===== src/rtl/iso_pkg.sv =====
package iso_pkg;
    typedef enum logic [1:0] {
        MON_NONE = 2'd0,
        MON_FULL = 2'd1,
        MON_HALF = 2'd2
    } mon_kind_e;
endpackage


===== src/rtl/iso_set_decode.sv =====
module iso_set_decode
    import iso_pkg::*;
#(
    parameter int RES_W    = 5,
    parameter int NUM_APPS = 2,
    parameter int APP_W    = 1
) (
    input  logic [RES_W-1:0] res,
    output mon_kind_e        kind,
    output logic [APP_W-1:0] owner
);
    // Two residues per application: even value = full set, odd value = half set.
    always_comb begin
        kind  = MON_NONE;
        owner = '0;
        for (int a = 0; a < NUM_APPS; a++) begin
            if (res == RES_W'(2 * a)) begin
                kind  = MON_FULL;
                owner = APP_W'(a);
            end else if (res == RES_W'(2 * a + 1)) begin
                kind  = MON_HALF;
                owner = APP_W'(a);
            end
        end
    end
endmodule


===== src/rtl/iso_way_policy.sv =====
module iso_way_policy
    import iso_pkg::*;
#(
    parameter int WAYS  = 8,
    parameter int APP_W = 1
) (
    input  logic             acc_valid,
    input  logic [APP_W-1:0] acc_app,
    input  mon_kind_e        kind,
    input  logic [APP_W-1:0] owner,
    output logic             fill_ok,
    output logic [WAYS-1:0]  way_mask,
    output logic             cnt_en
);
    localparam int              HALF_WAYS = WAYS / 2;
    localparam logic [WAYS-1:0] ALL_WAYS  = '1;
    localparam logic [WAYS-1:0] LOW_WAYS  = ALL_WAYS >> (WAYS - HALF_WAYS);

    logic is_owner;

    always_comb begin
        is_owner = (acc_app == owner);
        fill_ok  = 1'b0;
        way_mask = '0;
        cnt_en   = 1'b0;
        if (acc_valid) begin
            case (kind)
                MON_FULL: begin
                    if (is_owner) begin
                        fill_ok  = 1'b1;
                        way_mask = ALL_WAYS;
                        cnt_en   = 1'b1;
                    end
                end
                MON_HALF: begin
                    fill_ok  = 1'b1;
                    way_mask = is_owner ? LOW_WAYS : ALL_WAYS;
                    cnt_en   = is_owner;
                end
                default: begin
                    fill_ok  = 1'b1;
                    way_mask = ALL_WAYS;
                end
            endcase
        end
    end
endmodule


===== src/rtl/iso_app_counters.sv =====
module iso_app_counters #(
    parameter int CNT_W = 15
) (
    input  logic               clk,
    input  logic               rst_n,
    input  logic               inc_en,
    input  logic               is_half,
    input  logic               miss,
    input  logic [1:0]         rd_sel,
    output logic [CNT_W-1:0]   rd_data,
    output logic [4*CNT_W-1:0] cnt_vec
);
    localparam logic [CNT_W-1:0] CNT_MAX = '1;

    typedef struct packed {
        logic [CNT_W-1:0] f_acc;
        logic [CNT_W-1:0] f_mis;
        logic [CNT_W-1:0] h_acc;
        logic [CNT_W-1:0] h_mis;
    } bank_t;

    bank_t bank_d, bank_q;
    logic  inc_fa, inc_fm, inc_ha, inc_hm, sat;

    always_comb begin
        inc_fa = inc_en && !is_half;
        inc_fm = inc_fa && miss;
        inc_ha = inc_en && is_half;
        inc_hm = inc_ha && miss;
        sat    = (inc_fa && bank_q.f_acc == CNT_MAX) || (inc_fm && bank_q.f_mis == CNT_MAX) ||
                 (inc_ha && bank_q.h_acc == CNT_MAX) || (inc_hm && bank_q.h_mis == CNT_MAX);
        bank_d = bank_q;
        if (sat) begin
            bank_d.f_acc = bank_q.f_acc >> 1;
            bank_d.f_mis = bank_q.f_mis >> 1;
            bank_d.h_acc = bank_q.h_acc >> 1;
            bank_d.h_mis = bank_q.h_mis >> 1;
        end
        bank_d.f_acc = bank_d.f_acc + CNT_W'(inc_fa);
        bank_d.f_mis = bank_d.f_mis + CNT_W'(inc_fm);
        bank_d.h_acc = bank_d.h_acc + CNT_W'(inc_ha);
        bank_d.h_mis = bank_d.h_mis + CNT_W'(inc_hm);
    end

    always_ff @(posedge clk or negedge rst_n) begin
        if (!rst_n) bank_q <= '0;
        else        bank_q <= bank_d;
    end

    always_comb begin
        case (rd_sel)
            2'd0:    rd_data = bank_q.f_acc;
            2'd1:    rd_data = bank_q.f_mis;
            2'd2:    rd_data = bank_q.h_acc;
            default: rd_data = bank_q.h_mis;
        endcase
        cnt_vec = bank_q;
    end
endmodule


===== src/rtl/iso_cache_estimator.sv =====
module iso_cache_estimator
    import iso_pkg::*;
#(
    parameter  int SETS     = 1024,
    parameter  int MON_SETS = 32,
    parameter  int WAYS     = 8,
    parameter  int NUM_APPS = 2,
    parameter  int CNT_W    = 15,
    localparam int RES_W    = $clog2(SETS / MON_SETS),
    localparam int APP_W    = (NUM_APPS > 1) ? $clog2(NUM_APPS) : 1
) (
    input  logic             clk,
    input  logic             rst_n,
    input  logic             acc_valid,
    input  logic [APP_W-1:0] acc_app,
    input  logic [RES_W-1:0] acc_set_lsb,
    input  logic             acc_hit,
    output logic             fill_ok,
    output logic [WAYS-1:0]  way_mask,
    input  logic [APP_W-1:0] rd_app,
    input  logic [1:0]       rd_sel,
    output logic [CNT_W-1:0] rd_data
);
    mon_kind_e                       kind;
    logic [APP_W-1:0]                owner;
    logic                            cnt_en;
    logic [CNT_W-1:0]                bank_rd [NUM_APPS];
    logic [NUM_APPS*4*CNT_W-1:0]     cnt_flat;

    iso_set_decode #(.RES_W(RES_W), .NUM_APPS(NUM_APPS), .APP_W(APP_W)) u_decode (
        .res   (acc_set_lsb),
        .kind  (kind),
        .owner (owner)
    );

    iso_way_policy #(.WAYS(WAYS), .APP_W(APP_W)) u_policy (
        .acc_valid (acc_valid),
        .acc_app   (acc_app),
        .kind      (kind),
        .owner     (owner),
        .fill_ok   (fill_ok),
        .way_mask  (way_mask),
        .cnt_en    (cnt_en)
    );

    for (genvar a = 0; a < NUM_APPS; a++) begin : g_bank
        iso_app_counters #(.CNT_W(CNT_W)) u_bank (
            .clk     (clk),
            .rst_n   (rst_n),
            .inc_en  (cnt_en && (owner == APP_W'(a))),
            .is_half (kind == MON_HALF),
            .miss    (!acc_hit),
            .rd_sel  (rd_sel),
            .rd_data (bank_rd[a]),
            .cnt_vec (cnt_flat[a*4*CNT_W +: 4*CNT_W])
        );
    end

    always_comb begin
        rd_data = '0;
        for (int a = 0; a < NUM_APPS; a++) begin
            if (rd_app == APP_W'(a)) rd_data = bank_rd[a];
        end
    end
endmodule


===== config.mk =====
export PLATFORM = sky130hd
export DESIGN_NAME = iso_cache_estimator
export DESIGN_NICKNAME = d
export VERILOG_FILES = /design/src/rtl/iso_pkg.sv /design/src/rtl/iso_set_decode.sv /design/src/rtl/iso_way_policy.sv /design/src/rtl/iso_app_counters.sv /design/src/rtl/iso_cache_estimator.sv
export SDC_FILE = /design/constraint.sdc
export NUM_CORES = 1
export LEC_CHECK = 0
export BUFFER_PORTS_ARGS = -buffer_cell sky130_fd_sc_hd__buf_2
export CORE_UTILIZATION = 60
export CTS_CLUSTER_DIAMETER = 80
export DETAILED_ROUTE_END_ITERATION = 10
export PLACE_DENSITY = 0.78
export SYNTH_ARGS = -nofsm -noshare
export SYNTH_HDL_FRONTEND = slang
export SYNTH_SLANG_ARGS = --single-unit

===== constraint.sdc =====
create_clock -name clk -period 10.4 [get_ports clk]
set_input_delay 0.52 -clock clk [delete_from_list [all_inputs] [get_ports clk]]
set_output_delay 0.52 -clock clk [all_outputs]
set_load 0.1 [all_outputs]

==> results of run 1 <==
## layout make-up
| cell class | instances | area share, % |
|---|---|---|
| multi-input cells | 876 | 58.0 |
| flip-flops and latches | 120 | 30.0 |
| clock buffers | 24 | 4.92 |
| well taps | 211 | 2.64 |
| repair buffers | 42 | 2.28 |
| clock inverters | 8 | 1.18 |
| inverters | 25 | 0.939 |
## layout by cell type (no fill, tap or decap), types with 5 or more instances in the layout
| cell | synthesis | final |
|---|---|---|
| nor3b_1 | 31 | 31 |
| nand3_1 | 61 | 61 |
| mux2i_1 | 20 | 20 |
| nand4_1 | 26 | 26 |
| inv_1 | 25 | 25 |
| buf_4 | 17 | 7 |
| xnor2_1 | 23 | 23 |
| o22ai_1 | 5 | 5 |
| and4_1 | 6 | 6 |
| a211oi_1 | 55 | 55 |
| nor4_1 | 5 | 5 |
| a31oi_1 | 6 | 6 |
| mux4_2 | 30 | 30 |
| xor2_1 | 12 | 12 |
| dfrtp_1 | 120 | 120 |
| a21boi_0 | 5 | 5 |
| a21oi_1 | 98 | 98 |
| ha_1 | 22 | 22 |
| buf_2 | 23 | 35 |
| a311oi_1 | 14 | 14 |
| clkbuf_16 | 0 | 17 |
| nor2_1 | 54 | 54 |
| and2_1 | 12 | 12 |
| nor3_1 | 64 | 64 |
| nand2_1 | 197 | 197 |
| mux2_2 | 30 | 30 |
| nor2b_1 | 5 | 5 |
| o21ai_0 | 18 | 18 |
| a21o_1 | 7 | 6 |
| and3_1 | 25 | 25 |
## power by group through the flow
| stage | clock [W] | combinational [W] | sequential, W |
|---|---|---|---|
| floorplan | 0 | 0.0000924 | 0.000490 |
| global route | 0.000644 | 0.000117 | 0.000500 |
| CTS | 0.000622 | 0.000109 | 0.000497 |
| finish | 0.000618 | 0.000109 | 0.000497 |
| detailed placement | 0 | 0.000109 | 0.000505 |
| global placement | 0 | 0.000106 | 0.000505 |
## layer usage
metal  vias up  share of wire, %
met5         -             0.040
met4         2               2.3
met3        58                10
met2       501                43
met1      4104                44
li1       4020                 -
## worst paths after layout
kind,endpoint,slack (ns),cells past startpoint
setup / recovery,g_bank[1].u_bank.cnt_vec[12],5.24,19
max in group asynchronous,g_bank[0].u_bank.cnt_vec[28],8.93,2
min in group clk,g_bank[0].u_bank.cnt_vec[28],0.63,2
hold / removal,g_bank[1].u_bank.cnt_vec[53],0.18,1
hold reg to reg,g_bank[0].u_bank.cnt_vec[28],0.63,2
setup reg to reg,g_bank[1].u_bank.cnt_vec[12],5.64,15
## stage by stage
step                worst slack, ns  total power [W]
floorplan                      4.00         0.000583
global placement               5.13         0.000610
detailed placement             4.88         0.000614
CTS                            5.32          0.00123
global route                   4.77          0.00126
finish                         5.24          0.00122
## cells by family after synthesis
kind of cell	after synthesis	share of synthesized area [%]
AO/OA/AOI/OAI	240	16.8
XOR/XNOR	35	3.27
adder cells (fa/ha/maj)	22	2.93
buffers and inverters	123	6.32
flip-flops	120	32.0
multiplexers	80	12.9
AND/OR/NAND/NOR	499	25.8
==> impl_metrics.csv, run 1 <==
group,metric,value,unit
placed_design,place_congestion,0.922,
placed_design,dp.cells,1274,
final_layout,num-fill-cells,1252,
final_layout,drive_gt1_share,12.7,%
run_status,status,"finished, final reports clean",
setup_path,rr_startpoint,"g_bank[1].u_bank.cnt_vec[40]",
timing,worst_hold_slack,0.177,ns
yosys,synth_top_area_cell,"dfrtp_1",
clock_tree,clkLatencyLatePin,0.43,ns
setup_path,critPathLaunch,"acc_set_lsb[4]",
pwr,p_clk_share,50.5,%
timing,tns,0,ns
placed_design,place_area,9390,um^2
final_layout,post_layout_nonfiller_instances,1306,
pwr,p_per_area,123,nW/um^2
yosys,syn_nets,1154,
global_route,first_global_vias,7668,
clock_tree,clock_path_buffers,2,
die,core-area,15300,um^2
clock_tree,clk_pin_slew,0.06,ns
placed_design,io_buffers,36,
clock_tree,cts_setup_buffers,0,
pwr,seq_power_share,40.6,%
die,die_w,127,um
die,start_util,61.5,%
timing,maxSlewHeadroom,38.7,%
yosys,yosys_register_bits,120,
yosys,async_flop_share,100,%
global_route,top_usage_layer,"met1",
die,dieArea,16100,um^2
drt,drtAntennaViolNets,0,
setup_path,worstPathArrival,5.51,ns
setup_path,cp_max_fo,59,
setup_path,crit_chain,"buf_2 > nor3_1 > nand2b_1 > ha_1 > nor2b_1 > nand4_1 > nor4_1 > a21o_2 > buf_4 > nand2_1 > nand2_1 > ha_1 > ha_1 > nand4_1 > nor2_1 > a41oi_1 > nand2_1 > o21ai_0 > a21oi_1",
hold_path,worst_hold_path_type,"in -> async",
clock_tree,cts_sinks,120,
clock_tree,numCtsBuffers,17,
timing,fmax,194,MHz
global_route,grt_use_met2,46.0,%
yosys,synthCells,1119,
yosys,synth_common_cells,"nand2_1 (197), dfrtp_1 (120), a21oi_1 (98)",
pwr,power.leakage,3.81,nW
global_route,grt_usage,32.4,%
final_layout,syn_to_final_growth,6.51,%
timing,hold_viol_final,0,
drt,avgRoutedWirePerCell,19.3,um
pwr,switching_share,25.7,%
yosys,synth_area_per_cell,8.39,um^2
drt,drc,0,
setup_path,worstSetupPathType,"in -> reg",
final_layout,diodes,0,
final_layout,final_util,65.5,%
clock_tree,cts_root_buf,"clkbuf_16",
timing,finalSetupViolCount,0,
die,die_y,127,um
setup_path,critical_path.startpoint_type,"input port",
global_route,grt_max_degree,62,
global_route,use_met1,47.7,%
setup_path,cp_top_family,"simple AND/OR/NAND/NOR gates",
clock_tree,cts_tree,"built",
pwr,p_int,0.000910,W
drt,firstDrtPassIters,7,
yosys,synth-edff-count,0,
drt,via_count,8685,
setup_path,slowest_delay,0.69,ns
yosys,ys_seq_area_share,32.0,%
setup_path,critPathBufInv,2,
drt,viasPerCell,6.65,
timing,finClkSkew,0.00813,ns
drt,drt-initial-drc-count,1180,
pwr,comb_power_share,8.9,%
pwr,peakVddDrop,0.116,mV
setup_path,crit_path_end_kind,"register",
pwr,p_switching,0.000314,W
drt,routed_wl,25200,um
yosys,synth_ff_type,"dfrtp_1",
clock_tree,cts_resized,0,
setup_path,cp_data_required_time,10.75,ns
final_layout,nets,1117,
clock_tree,htreeDepth,4,
die,std_cell_rows,45,
global_route,antenna_found_initial,1,
yosys,yosysUniqueCellTypes,58,
yosys,synth_most_common_cell,"nand2_1",
yosys,synth_area,9380,um^2
final_layout,final_area,9990,um^2
timing,tightestPinTransition,0.920,ns
global_route,grtUsageMet3,8.08,%
timing,fin_crit,5.16,ns
clock_tree,hold_buffers,0,
setup_path,slowest_stage,"a21o_2",
die,ios,37,
global_route,overflow,0,
timing,rsz0062_at_grt,"no",
final_layout,largest_reg_flops,120,
timing,finalCritPeriodShare,49.6,%
global_route,grt_pass1_wl,40800,um
final_layout,multi_input_area,5800,um^2
placed_design,dp_hpwl,17500,um
timing,drv_slew,0,
flow_run,maxCapViolations,0,
final_layout,seq_area,3000,um^2
yosys,ys_warn_count,0,
yosys,ys_top_cells_by_area,"dfrtp_1 (32%), nand2_1 (7.9%), mux4_2 (7.2%)",
yosys,synth_top_area_share,32.0,%
No activity file was read; power rests on OpenSTA's default activity.
==> run 2, diff against run 1 <==
==> constraint.sdc (replaced) <==
create_clock -name clk -period 5.06 [get_ports clk]
set_input_delay 0.253 -clock clk [delete_from_list [all_inputs] [get_ports clk]]
set_output_delay 0.253 -clock clk [all_outputs]
set_load 0.1 [all_outputs]
==> run 2 against run 1 <==
Compared with the run above: the flow now finishes with violations (negative hold slack); power up 120%; wire length up 1.5%; first-iteration DRC count is 5.4% lower; critical path type unchanged; register-to-register slack worse by 4.5 ns; cell area up 1.0%; via count up 1.4%; sequential power rose by 110%; highest routed layer is now met4.
==> impl_metrics.csv, run 2 (same netlist as run 1, synthesis figures left out) <==
group,metric,value,unit
pwr,p_int,0.00198,W
timing,fin_crit,3.97,ns
setup_path,crit_chain,"buf_2 > nor3_1 > nand2b_1 > ha_1 > nor2b_1 > nand4_1 > nor4_1 > a21o_2 > nand2_1 > nand2_1 > ha_1 > ha_1 > nand3_1 > nor2_1 > nand3_1 > nor2_1 > nand3_1 > o21ai_0 > o22ai_1",
setup_path,rr_startpoint,"g_bank[1].u_bank.cnt_vec[8]",
die,core-area,15300,um^2
placed_design,dp_hpwl,17800,um
die,start_util,61.5,%
timing,fmax,252,MHz
placed_design,dp.cells,1280,
final_layout,post_layout_nonfiller_instances,1311,
final_layout,syn_to_final_growth,7.59,%
timing,finalSetupViolCount,0,
die,die_w,127,um
setup_path,worstPathArrival,4.27,ns
setup_path,r2r_setup_slack,1.10,ns
pwr,switching_share,24.9,%
global_route,grt_pass1_wl,42200,um
die,ios,37,
final_layout,diodes,0,
setup_path,slowest_delay,0.61,ns
clock_tree,htreeDepth,4,
drt,firstDrtPassIters,5,
final_layout,final_common_cell,"nand2_1",
global_route,grt_max_degree,82,
global_route,grt_use_met2,49.4,%
drt,drtAntennaViolNets,0,
global_route,overflow,0,
clock_tree,clock_path_buffers,2,
placed_design,io_buffers,36,
setup_path,reg2reg_to,"g_bank[1].u_bank.cnt_vec[59]",
final_layout,final_cell_mix,"nand2_1 (197), dfrtp_1 (120), a21oi_1 (98)",
timing,hold_viol_final,6,
final_layout,largest_reg_flops,120,
pwr,p_clk_share,52.8,%
final_layout,drive_gt1_share,13.4,%
die,std_cell_rows,45,
setup_path,critPathBufInv,1,
global_route,top_usage_layer,"met2",
setup_path,cp_max_fo,11,
timing,tns,0,ns
setup_path,cp_top_family,"simple AND/OR/NAND/NOR gates",
final_layout,num-fill-cells,1253,
timing,finalCritPeriodShare,78.5,%
final_layout,multi_input_area,5800,um^2
run_status,violations,"negative hold slack",
timing,finClkSkew,0.00782,ns
setup_path,critical_path.startpoint_type,"input port",
pwr,seq_power_share,38.8,%
clock_tree,hold_buffers,0,
hold_path,worst_hold_path_type,"in -> async",
run_status,status,"finished, violations left",
drt,drc,0,
global_route,use_met1,48.7,%
timing,tightestPinTransition,1.07,ns
clock_tree,cts_resized,0,
global_route,grtUsageMet3,6.87,%
timing,maxSlewHeadroom,28.8,%
setup_path,crit_path_end_kind,"register",
pwr,power.leakage,3.87,nW
timing,drv_slew,0,
drt,avgRoutedWirePerCell,19.5,um
timing,worst_hold_slack,-0.00856,ns
pwr,peakVddDrop,0.251,mV
final_layout,final_util,66.2,%
drt,routed_wl,25600,um
die,die_y,127,um
drt,viasPerCell,6.72,
clock_tree,numCtsBuffers,17,
pwr,comb_power_share,8.4,%
global_route,antenna_found_initial,0,
timing,rsz0062_at_grt,"no",
die,dieArea,16100,um^2
clock_tree,clk_pin_slew,0.06,ns
timing,layout_setup_ws,1.09,ns
clock_tree,cts_tree,"built",
setup_path,cp_data_required_time,5.36,ns
placed_design,pre_cts_ws,0.753,ns
drt,drt-initial-drc-count,1116,
drt,via_count,8808,
clock_tree,cts_setup_buffers,0,
clock_tree,cts_root_buf,"clkbuf_16",
flow_run,maxCapViolations,0,
final_layout,nets,1123,
setup_path,slowest_stage,"nor4_1",
final_layout,seq_area,3000,um^2
pwr,p_switching,0.000656,W
pwr,p_per_area,261,nW/um^2
clock_tree,cts_sinks,120,
clock_tree,clkLatencyLatePin,0.43,ns
global_route,grt_usage,33.6,%
setup_path,r2r_cells,15,
placed_design,place_congestion,0.962,
global_route,first_global_vias,7969,
setup_path,worstSetupPathType,"in -> reg",
-- run 2: through the flow --
| step | power [W] | area [um^2] |
|---|---|---|
| final | 0.00264 | 10100 |
| after floorplan | 0.00120 | 9390 |
| after global routing | 0.00270 | 10100 |
| after CTS | 0.00264 | 10100 |
| after global placement | 0.00126 | 9430 |
| after detailed placement | 0.00126 | 9430 |
-- run 2: how the worst max path moves through the flow --
stage	start	to	slack, ns	depth (start not counted)
after global routing	acc_set_lsb[4]	g_bank[1].u_bank.cnt_vec[44]	0.70	19
after floorplan	acc_set_lsb[4]	way_mask[5]	0.63	9
after global placement	acc_set_lsb[4]	g_bank[1].u_bank.cnt_vec[59]	0.83	19
after CTS	g_bank[1].u_bank.cnt_vec[8]	g_bank[1].u_bank.cnt_vec[59]	1.15	15
after detailed placement	acc_set_lsb[4]	g_bank[1].u_bank.cnt_vec[59]	0.75	19
final	acc_set_lsb[4]	g_bank[1].u_bank.cnt_vec[44]	1.09	19
-- run 2: metal layers --
layer  part of all wire (%)  up-vias
met5                      0        -
met4                    2.7        0
met3                    9.2       55
met2                     44      507
met1                     44     4212
li1                       -     4034
-- run 2: cell type report --
class | instances | area share (%)
tap | 211 | 2.61
inverter | 25 | 0.929
sequential | 120 | 29.7
multi-input combinational | 876 | 57.4
clock inverter | 8 | 1.64
clock buffer | 23 | 4.93
timing repair buffer | 48 | 2.70
-- run 2: worst reg2reg max path: stages, from the launching register on --
cell	delay, ns
dfrtp_1	0.48
and3_1	0.30
and3_1	0.28
a41o_1	0.28
a21oi_4	0.50
buf_4	0.32
nand2_1	0.07
nand2_1	0.09
ha_1	0.24
ha_1	0.23
nand3_1	0.11
nor2_1	0.18
nand2_1	0.15
nor3_1	0.31
mux2i_1	0.22
o21ai_0	0.08
-- run 2: power groups by stage --
stage / clock (W) / combinational, W / sequential (W)
6_report: 0.00139 / 0.000220 / 0.00102
5_1_grt: 0.00144 / 0.000238 / 0.00103
4_1_cts: 0.00140 / 0.000221 / 0.00102
3_5_place_dp: 0 / 0.000221 / 0.00104
3_3_place_gp: 0 / 0.000218 / 0.00104
2_1_floorplan: 0 / 0.000190 / 0.00101
==> run 3, diff against run 2 <==
--- a/config.mk
+++ b/config.mk
@@ -6,10 +6,10 @@
 export NUM_CORES = 1
 export LEC_CHECK = 0
 export BUFFER_PORTS_ARGS = -buffer_cell sky130_fd_sc_hd__buf_2
-export CORE_UTILIZATION = 60
+export CORE_UTILIZATION = 57
 export CTS_CLUSTER_DIAMETER = 80
 export DETAILED_ROUTE_END_ITERATION = 10
-export PLACE_DENSITY = 0.78
+export PLACE_DENSITY = 0.77
 export SYNTH_ARGS = -nofsm -noshare
 export SYNTH_HDL_FRONTEND = slang
 export SYNTH_SLANG_ARGS = --single-unit
==> constraint.sdc (replaced) <==
create_clock -name clk -period 3.45 [get_ports clk]
set_input_delay 0.1725 -clock clk [delete_from_list [all_inputs] [get_ports clk]]
set_output_delay 0.1725 -clock clk [all_outputs]
set_load 0.1 [all_outputs]
==> run 3 against run 2 <==
Compared with the run above: the run now ends clean; non-clock buffer count up 96; setup slack worse by 0.86 ns; clock-buffer cell count up 1; global-route usage down 0.12 points; core utilization up 2.7 points; die area up 5.2%; final cell count up 7.8%; clock skew up 0.0038 ns; sequential share of layout area down 2.5 points; critical path type is now reg -> reg.
==> impl_metrics.csv, run 3 (same netlist as run 1, synthesis figures left out) <==
group,metric,value,unit
run_status,status,"finished, final reports clean",
timing,worst_hold_slack,0.289,ns
clock_tree,cts_root_buf,"clkbuf_16",
die,die_w,130,um
clock_tree,cts_tree,"built",
drt,avgRoutedWirePerCell,19.2,um
placed_design,io_buffers,36,
setup_path,critPathBufInv,1,
final_layout,diodes,0,
pwr,p_per_area,328,nW/um^2
drt,drc,0,
timing,drv_slew,0,
drt,drtAntennaViolNets,0,
timing,tightestPinTransition,0.885,ns
setup_path,cp_top_family,"simple AND/OR/NAND/NOR gates",
timing,fin_crit,3.22,ns
global_route,first_global_vias,8276,
final_layout,drive_gt1_share,23.3,%
final_layout,syn_to_final_growth,17.4,%
setup_path,r2r_cells,15,
timing,tns,0,ns
setup_path,worstSetupPathType,"reg -> reg",
clock_tree,htreeDepth,4,
final_layout,final_util,68.8,%
die,dieArea,17000,um^2
setup_path,crit_path_end_kind,"register",
final_layout,final_cell_mix,"nand2_1 (194), dfrtp_1 (119), buf_4 (106)",
setup_path,worstPathArrival,3.57,ns
drt,firstDrtPassIters,6,
final_layout,final_area,11000,um^2
global_route,grt_pass1_wl,43100,um
die,std_cell_rows,46,
final_layout,nets,1219,
global_route,antenna_found_initial,0,
die,core-area,16000,um^2
final_layout,num-fill-cells,1279,
placed_design,dp_hpwl,19500,um
setup_path,cp_data_required_time,3.80,ns
pwr,finalPower,0.00361,W
die,ios,37,
placed_design,place_area,10400,um^2
clock_tree,clk_pin_slew,0.06,ns
timing,finalCritPeriodShare,93.3,%
drt,via_count,9158,
clock_tree,numCtsBuffers,17,
timing,maxSlewHeadroom,41.0,%
drt,dr_wl_met2,12100,um
flow_run,maxCapViolations,0,
setup_path,slowest_stage,"or4_4",
pwr,power.leakage,4.33,nW
setup_path,cp_max_fo,9,
timing,hold_viol_final,0,
setup_path,crit_chain,"nand3_1 > or4_4 > a21oi_4 > a21o_2 > buf_4 > nand2_1 > nand2_1 > ha_1 > ha_1 > nand4_1 > nor2_2 > a41oi_1 > nand2_1 > o21ai_0 > a21oi_1",
pwr,peakVddDrop,0.343,mV
clock_tree,clock_path_buffers,2,
final_layout,largest_reg_flops,120,
setup_path,slowest_delay,0.59,ns
setup_path,r2r_setup_slack,0.23,ns
global_route,grt_max_degree,66,
setup_path,critical_path.startpoint_type,"register",
drt,wl_met1,11700,um
timing,fmax,311,MHz
drt,routed_wl,27100,um
drt,viasPerCell,6.48,
clock_tree,clkLatencyLatePin,0.43,ns
die,die_y,130,um
drt,drt-initial-drc-count,998,
placed_design,place_congestion,0.921,
clock_tree,cts_sinks,120,
setup_path,cp.depth,15,
timing,finClkSkew,0.0117,ns
final_layout,final_common_cell,"nand2_1",
die,start_util,58.6,%
hold_path,worst_hold_path_type,"in -> reg",
setup_path,cpMostUsedCell,"nand2_1",
hold_path,hold_path_depth,3,
drt,wl_met3,2510,um
global_route,grt_usage,33.5,%
timing,finalSetupViolCount,0,
drt,maxUsedRoutingLayer,"met4",
global_route,overflow,0,
run 3: changes by cell type in the layout (fill, tap and decap cells not counted), moves of 4 or more:
cell	change
clkbuf_1	+4
buf_4	+93
nor2_1	-8
nand3_1	-4
ha_4	+6
and3_4	+4
ha_1	-9
nor2_2	+5
and3_1	-4
run 3: timing repair:
action | 4_1_cts | 5_1_grt
endpoints found under the hold margin | 64 | 0
resized for setup | 0 | 11
endpoints found under the setup margin | 0 | 16
buffers inserted | 0 | 1
hold buffers | 1 | 0
run 3: power by group:
group | internal [W] | leakage [nW] | switching, W
registers | 0.00144 | 1.66 | 0.0000427
clock network | 0.00110 | 0.278 | 0.000643
logic | 0.000127 | 2.39 | 0.000262
run 3: layout make-up:
type | count | area (um^2) | area share [%]
inverters | 25 | 93.8 | 0.852
clock buffers | 24 | 472 | 4.28
repair buffers | 144 | 1020 | 9.27
well taps | 216 | 270 | 2.45
flip-flops and latches | 120 | 3000 | 27.3
clock inverters | 8 | 96.3 | 0.875
multi-input cells | 876 | 6060 | 55.0
run 3: worst register-to-register path, cell delays in order (launching register included):
cell,delay (ns)
dfrtp_1,0.43
nand3_1,0.11
or4_4,0.59
a21oi_4,0.20
a21o_2,0.24
buf_4,0.19
nand2_1,0.07
nand2_1,0.09
ha_1,0.17
ha_1,0.21
nand4_1,0.16
nor2_2,0.22
a41oi_1,0.16
nand2_1,0.09
o21ai_0,0.08
a21oi_1,0.13
run 3: metrics by stage:
stage	std cells	setup slack, ns
3_5_place_dp	1379	-0.138
6_report	1413	0.230
4_1_cts	1412	0.133
3_3_place_gp	1379	-0.0217
5_1_grt	1413	-0.00660
2_1_floorplan	1119	-0.139
run 3: worst paths after layout:
| kind | from | endpoint |
|---|---|---|
| setup reg to reg | g_bank[1].u_bank.cnt_vec[45] | g_bank[1].u_bank.cnt_vec[12] |
| hold reg to reg | g_bank[0].u_bank.cnt_vec[43] | g_bank[0].u_bank.cnt_vec[43] |
| setup / recovery | g_bank[1].u_bank.cnt_vec[45] | g_bank[1].u_bank.cnt_vec[12] |
| max in group asynchronous | rst_n | g_bank[0].u_bank.cnt_vec[2] |
| hold / removal | acc_hit | g_bank[0].u_bank.cnt_vec[30] |
| min in group asynchronous | rst_n | g_bank[1].u_bank.cnt_vec[47] |
run 3: metal layers:
metal / GRT usage [%] / up-vias
met2: 49.7 / 467
met1: 47.5 / 4389
met5: 0 / -
li1: - / 4229
met3: 7.46 / 73
met4: 13.1 / 0
